$ cat config.mk
export PLATFORM = sky130hd
export DESIGN_NAME = mbox_cmd_seq
export DESIGN_NICKNAME = d
export VERILOG_FILES = /design/src/rtl/mbox_seq_pkg.sv /design/src/rtl/mbox_seq_dp.sv /design/src/rtl/mbox_seq_ctrl.sv /design/src/rtl/mbox_cmd_seq.sv
export SDC_FILE = /design/constraint.sdc
export NUM_CORES = 1
export LEC_CHECK = 0
export BUFFER_PORTS_ARGS = -buffer_cell sky130_fd_sc_hd__buf_2
export CORE_ASPECT_RATIO = 0.9
export CORE_MARGIN = 5
export CORE_UTILIZATION = 35
export CTS_BUF_LIST = sky130_fd_sc_hd__clkbuf_2
export DETAILED_ROUTE_END_ITERATION = 16
export PLACE_DENSITY_LB_ADDON = 0.25
export RECOVER_POWER = 25
export SYNTH_ARGS = -nofsm -noshare
export SYNTH_HDL_FRONTEND = slang
export SYNTH_SLANG_ARGS = --single-unit
$ cat constraint.sdc
create_clock -name clk -period 2.75 [get_ports clk]
set_input_delay 0.1375 -clock clk [delete_from_list [all_inputs] [get_ports clk]]
set_output_delay 0.1375 -clock clk [all_outputs]
set_load 0.02 [all_outputs]
$ cat src/rtl/mbox_seq_pkg.sv
package mbox_seq_pkg;
  localparam int SIZE_W     = 16;
  localparam int INPROG_BIT = 16;
  localparam int READY_BIT  = 17;
  localparam int ERR_LSB    = 18;
  localparam int ERR_W      = 10;
  localparam int OP_ADDR    = 0;
  localparam int CTRL_ADDR  = 1;
  localparam int DATA_BASE  = 3;

  typedef enum logic [1:0] {
    ST_OK = 2'd0, ST_TIMEOUT = 2'd1, ST_DEVERR = 2'd2, ST_BADLEN = 2'd3
  } status_e;

  typedef enum logic [2:0] {
    BUS_NONE, BUS_RD_CTRL, BUS_RD_OP, BUS_WR_CTRL, BUS_WR_OP, BUS_RD_DATA, BUS_WR_BACK
  } bussel_e;

  typedef struct packed {
    logic    load;
    logic    startWait;
    logic    waiting;
    logic    inGap;
    logic    restartGap;
    logic    latchCtrl;
    logic    takeWord;
    bussel_e busSel;
  } strobe_t;
endpackage

$ cat src/rtl/mbox_seq_dp.sv
module mbox_seq_dp
  import mbox_seq_pkg::*;
#(
  parameter int LEN_W       = 18,
  parameter int ADDR_W      = 16,
  parameter int TIMEOUT_CYC = 500000000,
  parameter int POLL_GAP    = 2500
) (
  input  logic              clk,
  input  logic              rstN,
  input  strobe_t           strb,
  input  logic [15:0]       reqOpcode,
  input  logic [15:0]       reqQueue,
  input  logic [LEN_W-1:0]  reqBytes,
  input  logic              reqPayload,
  input  logic              reqLegacy,
  input  logic              busAck,
  input  logic [31:0]       busRdata,
  output logic              busReq,
  output logic              busWrite,
  output logic [ADDR_W-1:0] busAddr,
  output logic [31:0]       busWdata,
  output logic              outValid,
  output logic [31:0]       outData,
  output logic              remZero,
  output logic              chunkZero,
  output logic              latInProg,
  output logic [ERR_W-1:0]  latErr,
  output logic              timerExpired,
  output logic              gapDone
);
  localparam int WORD_W = LEN_W - 2;
  localparam int CNT_W  = (WORD_W > SIZE_W) ? WORD_W : SIZE_W;
  localparam int TMR_W  = $clog2(TIMEOUT_CYC + POLL_GAP + 4) + 1;
  localparam int GAP_W  = $clog2(POLL_GAP + 1) + 1;

  logic [15:0]       opcodeQ, queueQ;
  logic              legacyQ;
  logic [WORD_W-1:0] remQ;
  logic [CNT_W-1:0]  chunkQ, idxQ;
  logic [31:0]       ctrlQ;
  logic [TMR_W-1:0]  timerQ;
  logic [GAP_W-1:0]  gapQ;
  logic [CNT_W-1:0]  sizeExt, remExt;

  assign sizeExt = CNT_W'(busRdata[SIZE_W-1:0]);
  assign remExt  = CNT_W'(remQ);

  always_ff @(posedge clk or negedge rstN) begin
    if (!rstN) begin
      opcodeQ  <= '0;
      queueQ   <= '0;
      legacyQ  <= 1'b0;
      remQ     <= '0;
      chunkQ   <= '0;
      idxQ     <= '0;
      ctrlQ    <= '0;
      timerQ   <= '0;
      gapQ     <= '0;
      outValid <= 1'b0;
      outData  <= '0;
    end else begin
      outValid <= 1'b0;
      if (strb.load) begin
        opcodeQ <= reqOpcode;
        queueQ  <= reqQueue;
        legacyQ <= reqLegacy;
        remQ    <= reqPayload ? reqBytes[LEN_W-1:2] : '0;
      end
      if (strb.latchCtrl) begin
        ctrlQ  <= busRdata;
        chunkQ <= (sizeExt < remExt) ? sizeExt : remExt;
        idxQ   <= '0;
      end
      if (strb.takeWord) begin
        idxQ     <= idxQ + 1'b1;
        chunkQ   <= chunkQ - 1'b1;
        remQ     <= remQ - 1'b1;
        outValid <= 1'b1;
        outData  <= busRdata;
      end
      if (strb.startWait) timerQ <= '0;
      else if (strb.waiting && !(&timerQ)) timerQ <= timerQ + 1'b1;
      if (strb.restartGap) gapQ <= '0;
      else if (strb.inGap && !gapDone) gapQ <= gapQ + 1'b1;
    end
  end

  assign remZero      = (remQ == '0);
  assign chunkZero    = (chunkQ == '0);
  assign latInProg    = ctrlQ[INPROG_BIT];
  assign latErr       = ctrlQ[ERR_LSB +: ERR_W];
  assign timerExpired = (timerQ >= TMR_W'(TIMEOUT_CYC));
  assign gapDone      = (gapQ >= GAP_W'(POLL_GAP - 1));

  always_comb begin
    busReq   = (strb.busSel != BUS_NONE);
    busWrite = 1'b0;
    busAddr  = ADDR_W'(CTRL_ADDR);
    busWdata = '0;
    unique case (strb.busSel)
      BUS_RD_OP:   busAddr = ADDR_W'(OP_ADDR);
      BUS_WR_CTRL: begin busWrite = 1'b1; busWdata = 32'(remQ); end
      BUS_WR_OP: begin
        busWrite = 1'b1;
        busAddr  = ADDR_W'(OP_ADDR);
        busWdata = legacyQ ? {16'h0, opcodeQ} : {queueQ, opcodeQ};
      end
      BUS_RD_DATA: busAddr = ADDR_W'(DATA_BASE) + ADDR_W'(idxQ);
      BUS_WR_BACK: begin busWrite = 1'b1; busWdata = ctrlQ & ~(32'h1 << READY_BIT); end
      default: ;
    endcase
  end

  a_r11_hold_until_ack: assert property (@(posedge clk) disable iff (!rstN)
    busReq && !busAck |=> busReq && $stable(busAddr) && $stable(busWdata) && $stable(busWrite));

  a_r5_word_within_chunk: assert property (@(posedge clk) disable iff (!rstN)
    strb.takeWord |-> (chunkQ != '0) && busAck);
endmodule

$ cat src/rtl/mbox_seq_ctrl.sv
module mbox_seq_ctrl
  import mbox_seq_pkg::*;
(
  input  logic        clk,
  input  logic        rstN,
  input  logic        reqValid,
  input  logic [1:0]  reqBytesLow,
  input  logic        reqPayload,
  input  logic        reqLegacy,
  input  logic        busAck,
  input  logic [31:0] busRdata,
  input  logic        remZero,
  input  logic        chunkZero,
  input  logic        latInProg,
  input  logic        timerExpired,
  input  logic        gapDone,
  output logic        reqReady,
  output strobe_t     strb,
  output logic        doneValid,
  output status_e     doneStatus
);
  typedef enum logic [2:0] {S_IDLE, S_POLL, S_GAP, S_WCTRL, S_WOP, S_RDATA, S_WBACK, S_DONE} state_e;
  typedef enum logic [2:0] {K_IDLE, K_DATA, K_OPCLR, K_LEG0, K_LEG1} kind_e;

  state_e  stateQ, stateN;
  kind_e   kindQ, kindN;
  status_e statusQ, statusN;
  logic    payloadQ, legacyQ;
  logic    rdErr, met;

  assign rdErr = (busRdata[ERR_LSB +: ERR_W] != '0);

  always_comb begin
    unique case (kindQ)
      K_IDLE:  met = rdErr || !busRdata[INPROG_BIT];
      K_DATA:  met = rdErr || busRdata[READY_BIT];
      default: met = (busRdata == '0);
    endcase
  end

  always_comb begin
    stateN  = stateQ;
    kindN   = kindQ;
    statusN = statusQ;
    strb    = '0;
    strb.busSel = BUS_NONE;
    unique case (stateQ)
      S_IDLE: if (reqValid) begin
        strb.load = 1'b1;
        if (reqBytesLow != 2'b00) begin
          statusN = ST_BADLEN;
          stateN  = S_DONE;
        end else begin
          strb.startWait = 1'b1;
          kindN  = reqLegacy ? K_LEG0 : K_IDLE;
          stateN = S_POLL;
        end
      end
      S_POLL: begin
        strb.waiting = 1'b1;
        strb.busSel  = (kindQ == K_IDLE || kindQ == K_DATA) ? BUS_RD_CTRL : BUS_RD_OP;
        if (busAck) begin
          if (met) begin
            unique case (kindQ)
              K_IDLE: stateN = S_WCTRL;
              K_LEG0: stateN = S_WOP;
              K_DATA: begin
                strb.latchCtrl = 1'b1;
                if (rdErr) begin statusN = ST_DEVERR; stateN = S_DONE; end
                else stateN = S_RDATA;
              end
              default: begin statusN = ST_OK; stateN = S_DONE; end
            endcase
          end else if (timerExpired) begin
            statusN = ST_TIMEOUT;
            stateN  = S_DONE;
          end else begin
            strb.restartGap = 1'b1;
            stateN = S_GAP;
          end
        end
      end
      S_GAP: begin
        strb.waiting = 1'b1;
        strb.inGap   = 1'b1;
        if (gapDone) stateN = S_POLL;
      end
      S_WCTRL: begin
        strb.busSel = BUS_WR_CTRL;
        if (busAck) stateN = S_WOP;
      end
      S_WOP: begin
        strb.busSel = BUS_WR_OP;
        if (busAck) begin
          strb.startWait = 1'b1;
          stateN = S_POLL;
          if (legacyQ) kindN = K_LEG1;
          else if (payloadQ && remZero) kindN = K_OPCLR;
          else kindN = K_DATA;
        end
      end
      S_RDATA: begin
        if (!chunkZero) begin
          strb.busSel   = BUS_RD_DATA;
          strb.takeWord = busAck;
        end else if (payloadQ && !latInProg) begin
          strb.startWait = 1'b1;
          kindN  = K_OPCLR;
          stateN = S_POLL;
        end else begin
          stateN = S_WBACK;
        end
      end
      S_WBACK: begin
        strb.busSel = BUS_WR_BACK;
        if (busAck) begin
          strb.startWait = 1'b1;
          kindN  = (!payloadQ || remZero) ? K_OPCLR : K_DATA;
          stateN = S_POLL;
        end
      end
      S_DONE: stateN = S_IDLE;
      default: stateN = S_IDLE;
    endcase
  end

  always_ff @(posedge clk or negedge rstN) begin
    if (!rstN) begin
      stateQ   <= S_IDLE;
      kindQ    <= K_IDLE;
      statusQ  <= ST_OK;
      payloadQ <= 1'b0;
      legacyQ  <= 1'b0;
    end else begin
      stateQ  <= stateN;
      kindQ   <= kindN;
      statusQ <= statusN;
      if (strb.load) begin
        payloadQ <= reqPayload;
        legacyQ  <= reqLegacy;
      end
    end
  end

  assign reqReady   = (stateQ == S_IDLE);
  assign doneValid  = (stateQ == S_DONE);
  assign doneStatus = statusQ;

  a_r10_single_request: assert property (@(posedge clk) disable iff (!rstN)
    reqValid && reqReady |=> !reqReady);

  a_r10_done_pulse: assert property (@(posedge clk) disable iff (!rstN)
    doneValid |=> !doneValid);

  a_r1_badlen_no_bus: assert property (@(posedge clk) disable iff (!rstN)
    reqValid && reqReady && (reqBytesLow != 2'b00)
      |=> (strb.busSel == BUS_NONE) && doneValid && (doneStatus == ST_BADLEN));

  a_r8_timeout_after_budget: assert property (@(posedge clk) disable iff (!rstN)
    doneValid && (doneStatus == ST_TIMEOUT) |-> timerExpired);
endmodule

$ cat src/rtl/mbox_cmd_seq.sv
module mbox_cmd_seq
  import mbox_seq_pkg::*;
#(
  parameter int LEN_W       = 18,
  parameter int ADDR_W      = 16,
  parameter int TIMEOUT_CYC = 500000000,
  parameter int POLL_GAP    = 2500
) (
  input  logic              clk,
  input  logic              rstN,
  input  logic              reqValid,
  output logic              reqReady,
  input  logic [15:0]       reqOpcode,
  input  logic [15:0]       reqQueue,
  input  logic [LEN_W-1:0]  reqBytes,
  input  logic              reqPayload,
  input  logic              reqLegacy,
  output logic              busReq,
  output logic              busWrite,
  output logic [ADDR_W-1:0] busAddr,
  output logic [31:0]       busWdata,
  input  logic              busAck,
  input  logic [31:0]       busRdata,
  output logic              outValid,
  output logic [31:0]       outData,
  output logic              doneValid,
  output logic [1:0]        doneStatus,
  output logic [9:0]        doneCode
);
  strobe_t          strb;
  status_e          status;
  logic             remZero, chunkZero, latInProg, timerExpired, gapDone;
  logic [ERR_W-1:0] latErr;

  mbox_seq_ctrl u_ctrl (
    .clk, .rstN, .reqValid,
    .reqBytesLow(reqBytes[1:0]),
    .reqPayload, .reqLegacy, .busAck, .busRdata,
    .remZero, .chunkZero, .latInProg, .timerExpired, .gapDone,
    .reqReady, .strb, .doneValid,
    .doneStatus(status)
  );

  mbox_seq_dp #(
    .LEN_W(LEN_W), .ADDR_W(ADDR_W), .TIMEOUT_CYC(TIMEOUT_CYC), .POLL_GAP(POLL_GAP)
  ) u_dp (
    .clk, .rstN, .strb, .reqOpcode, .reqQueue, .reqBytes, .reqPayload, .reqLegacy,
    .busAck, .busRdata, .busReq, .busWrite, .busAddr, .busWdata,
    .outValid, .outData, .remZero, .chunkZero, .latInProg, .latErr,
    .timerExpired, .gapDone
  );

  assign doneStatus = status;
  assign doneCode   = (status == ST_DEVERR) ? latErr : '0;
endmodule

==> impl_metrics.ini <==
[die]
die_x_um = 194
dieArea_um2 = 34200
coreArea_um2 = 30000
rows = 60
dieHeight_um = 176
io_pins = 185
initial_core_util_pct = 35.7

[synth]
synth_compound_area_share_pct = 12.3
avgSynthCellArea_um2 = 9.19
syn-cell-area_um2 = 10700
ys_seq_area_share_pct = 46.0
synth_top_family_by_area = simple AND/OR/NAND/NOR gates
synth_edf_count = 0
synthSimpleGateAreaFrac_pct = 23.6
ys_async_sr_fraction_pct = 100
yosys_warnings = 0
synthXorXnorAreaFrac_pct = 4.58
synthMuxAreaShare_pct = 7.49
synth_cell_types = 71
synthTopCellsByArea = dfrtp_1 46%, nand2_1 9.1%, mux2i_1 3.9%
synth_top_area_cell = dfrtp_1
synth_fa_ha_area_share_pct = 2.57
ys_ff_latch = 197
netlist.area_leader.share_pct = 46.0
netlist_top_cells_count = 260 x nand2_1, 197 x dfrtp_1, 89 x nor2_1
synth_nets = 1276
synth_ff_type = dfrtp_1
netlist_instances = 1166
yosysMostFrequentCell = nand2_1

[clocking]
clock-root-buffer = clkbuf_2
htree_levels = 4
clk_latency_ns = 0.82
path_clk_slew_ns = 0.32
cts-buffers-inserted = 17
cts_tree = built
clockBufferDepth = 2
numClockSinks = 197

[grt]
grt_max_degree = 72
grt_antenna_before_repair = 1
gr-total-overflow = 0
grt_pass1_wl_mm = 55.6
grt_pass1_vias = 10100
grt.total_usage_pct = 19.9

[power_and_ir_drop]
cellPowerDensity_nw_per_um2 = 876
totalPowerFinal_uw = 12600
ir_worst_vdd_mv = 0.486
leakagePower_uw = 0.00687

[drt]
drt-total-wl_mm = 34.6
drcViolationCount = 0
ant_nets = 0
first_pass_iters = 5
viasPerCell = 5.21
detail_route.wl_per_cell_um = 17.9
drt_iter0_drc = 646
num_vias = 10100

[worst_setup_path]
cp_max_fo = 8
cp-start-kind = flip-flop
critPathCaptureType = output pin
worstPathArrival_ns = 2.61
ff2ff_path_depth = 9
crit_type = reg -> out
critPathRequiredTime_ns = 2.61

[sta]
worst_pin_slew_ns = 1.71
finalCritPeriodShare_pct = 99.9
worst_slack_ns = 0.00291
maxSlewHeadroom_pct = -13.9
hold_violations = 0
setup_viol = 0
fmax_mhz = 364
layout_min_cycle_time_ns = 2.75
slew_violations = 95
rsz0062_at_grt = yes
skew_ns = 0.0760

[place]
hpwl_mm = 23.7
gp_congestion = 0.854
pre_cts_ws_ns = 0.108
numPortBuffers = 184

[status]
violations = max-capacitance violations, max-slew violations
status = complete, but fails checks

[cells_and_area]
fin_nets = 1628
area_delta_synth_final_pct = 34.7
layout-drive-gt1-share_pct = 21.9

[run]
drv_cap = 2

[hold_path]
whs_path_depth = 4
hold_class = in -> reg
placed cells by master (no fill, tap or decap), drive strengths merged, types with 7 or more instances in the layout:
cell type,n
a31oi,11
nor2,89
o32ai,16
o31ai,7
a21oi,39
dfrtp,197
nor2b,7
xnor2,18
or4,8
inv,38
xor2,38
a22o,17
o211ai,13
nand4,23
o21ai,31
buf,244
mux2,34
and4,10
clkbuf,22
nor3,13
ha,22
nor4,16
nand3,45
a21o,7
or3,12
nand2b,9
mux2i,42
dlygate4sd3,145
and2,13
nand2,260
and3,15
report_power, final:
group / leakage [uW] / internal, uW / switching [uW]
sequential: 0.00254 / 3910 / 851
combinational: 0.00418 / 2570 / 3760
clock: 0.000149 / 325 / 1220
routing by layer:
metal  global-route usage [%]  routed length, um  vias up
met4                     5.71                646        0
li1                         -                  -     4830
met1                     28.4              16500     4897
met5                        0                  0        -
met3                     3.28               1720       46
met2                     31.3              15700      309
cell type report:
cell class | instances | area (um^2)
antenna | 2 | 5.00
clock buffer | 17 | 85.1
clock inverter | 15 | 179
fill | 2919 | 15600
inverter | 30 | 113
multi-input combinational | 878 | 5560
sequential | 197 | 4940
tap | 403 | 504
timing repair buffer | 394 | 3050
path summary, 6_finish.rpt:
check,endpoint,from,slack (ns)
setup / recovery,busAddr[11],u_dp.chunkQ[9],0.003
hold reg to reg,u_dp.queueQ[1],u_dp.queueQ[1],0.51
max in group asynchronous,u_dp.idxQ[3],rstN,0.39
min in group asynchronous,u_dp.opcodeQ[11],rstN,0.69
setup reg to reg,u_dp.remExt[5],u_ctrl.stateQ[1],0.09
hold / removal,u_dp.opcodeQ[9],reqOpcode[9],0.09
registers in the layout (all words and copies together) (netlist names), 2 cells and up:
| register | cells |
|---|---|
| u_ctrl.doneStatus | 2 |
| u_ctrl.kindQ | 3 |
| u_ctrl.stateQ | 3 |
| u_dp.chunkQ | 16 |
| u_dp.ctrlQ | 31 |
| u_dp.gapQ | 13 |
| u_dp.idxQ | 16 |
| u_dp.opcodeQ | 16 |
| u_dp.outData | 32 |
| u_dp.queueQ | 16 |
| u_dp.remExt | 16 |
| u_dp.timerQ | 30 |
logic make-up after synthesis:
logic type      after synthesis
compound gates              186
xor+xnor                     56
fa+ha+maj                    22
buf+inv                      91
flops                       197
mux                          76
simple gates                538
critical path, cell delays in order (launching register included):
cell	delay, ns
dfrtp_1	0.46
or4_4	0.56
nor4_4	0.18
nand2_2	0.12
nand2_4	0.15
buf_12	0.16
nor3_4	0.05
buf_6	0.14
timing repair:
action,in CTS,in global routing
cloned,1,1
gates resized for setup,75,14
endpoints found under the setup margin,49,39
pin swaps,10,3
hold buffers,146,0
buffers inserted,16,2
endpoints found under the hold margin,346,0
through the flow:
stage	util (%)	setup TNS [ns]	instances	hold WS [ns]	instance area [um^2]
after floorplan	-	0	1166	-0.158	10700
after global placement	40.8	0	1736	0.195	12300
after detailed placement	40.8	0	1736	0.192	12300
after CTS	47.9	-1.51	1931	0.00252	14400
after global routing	48.1	-3.17	1935	0.0366	14400
final	48.1	0	1936	0.0947	14400
No activity file was read; power rests on OpenSTA's default activity.
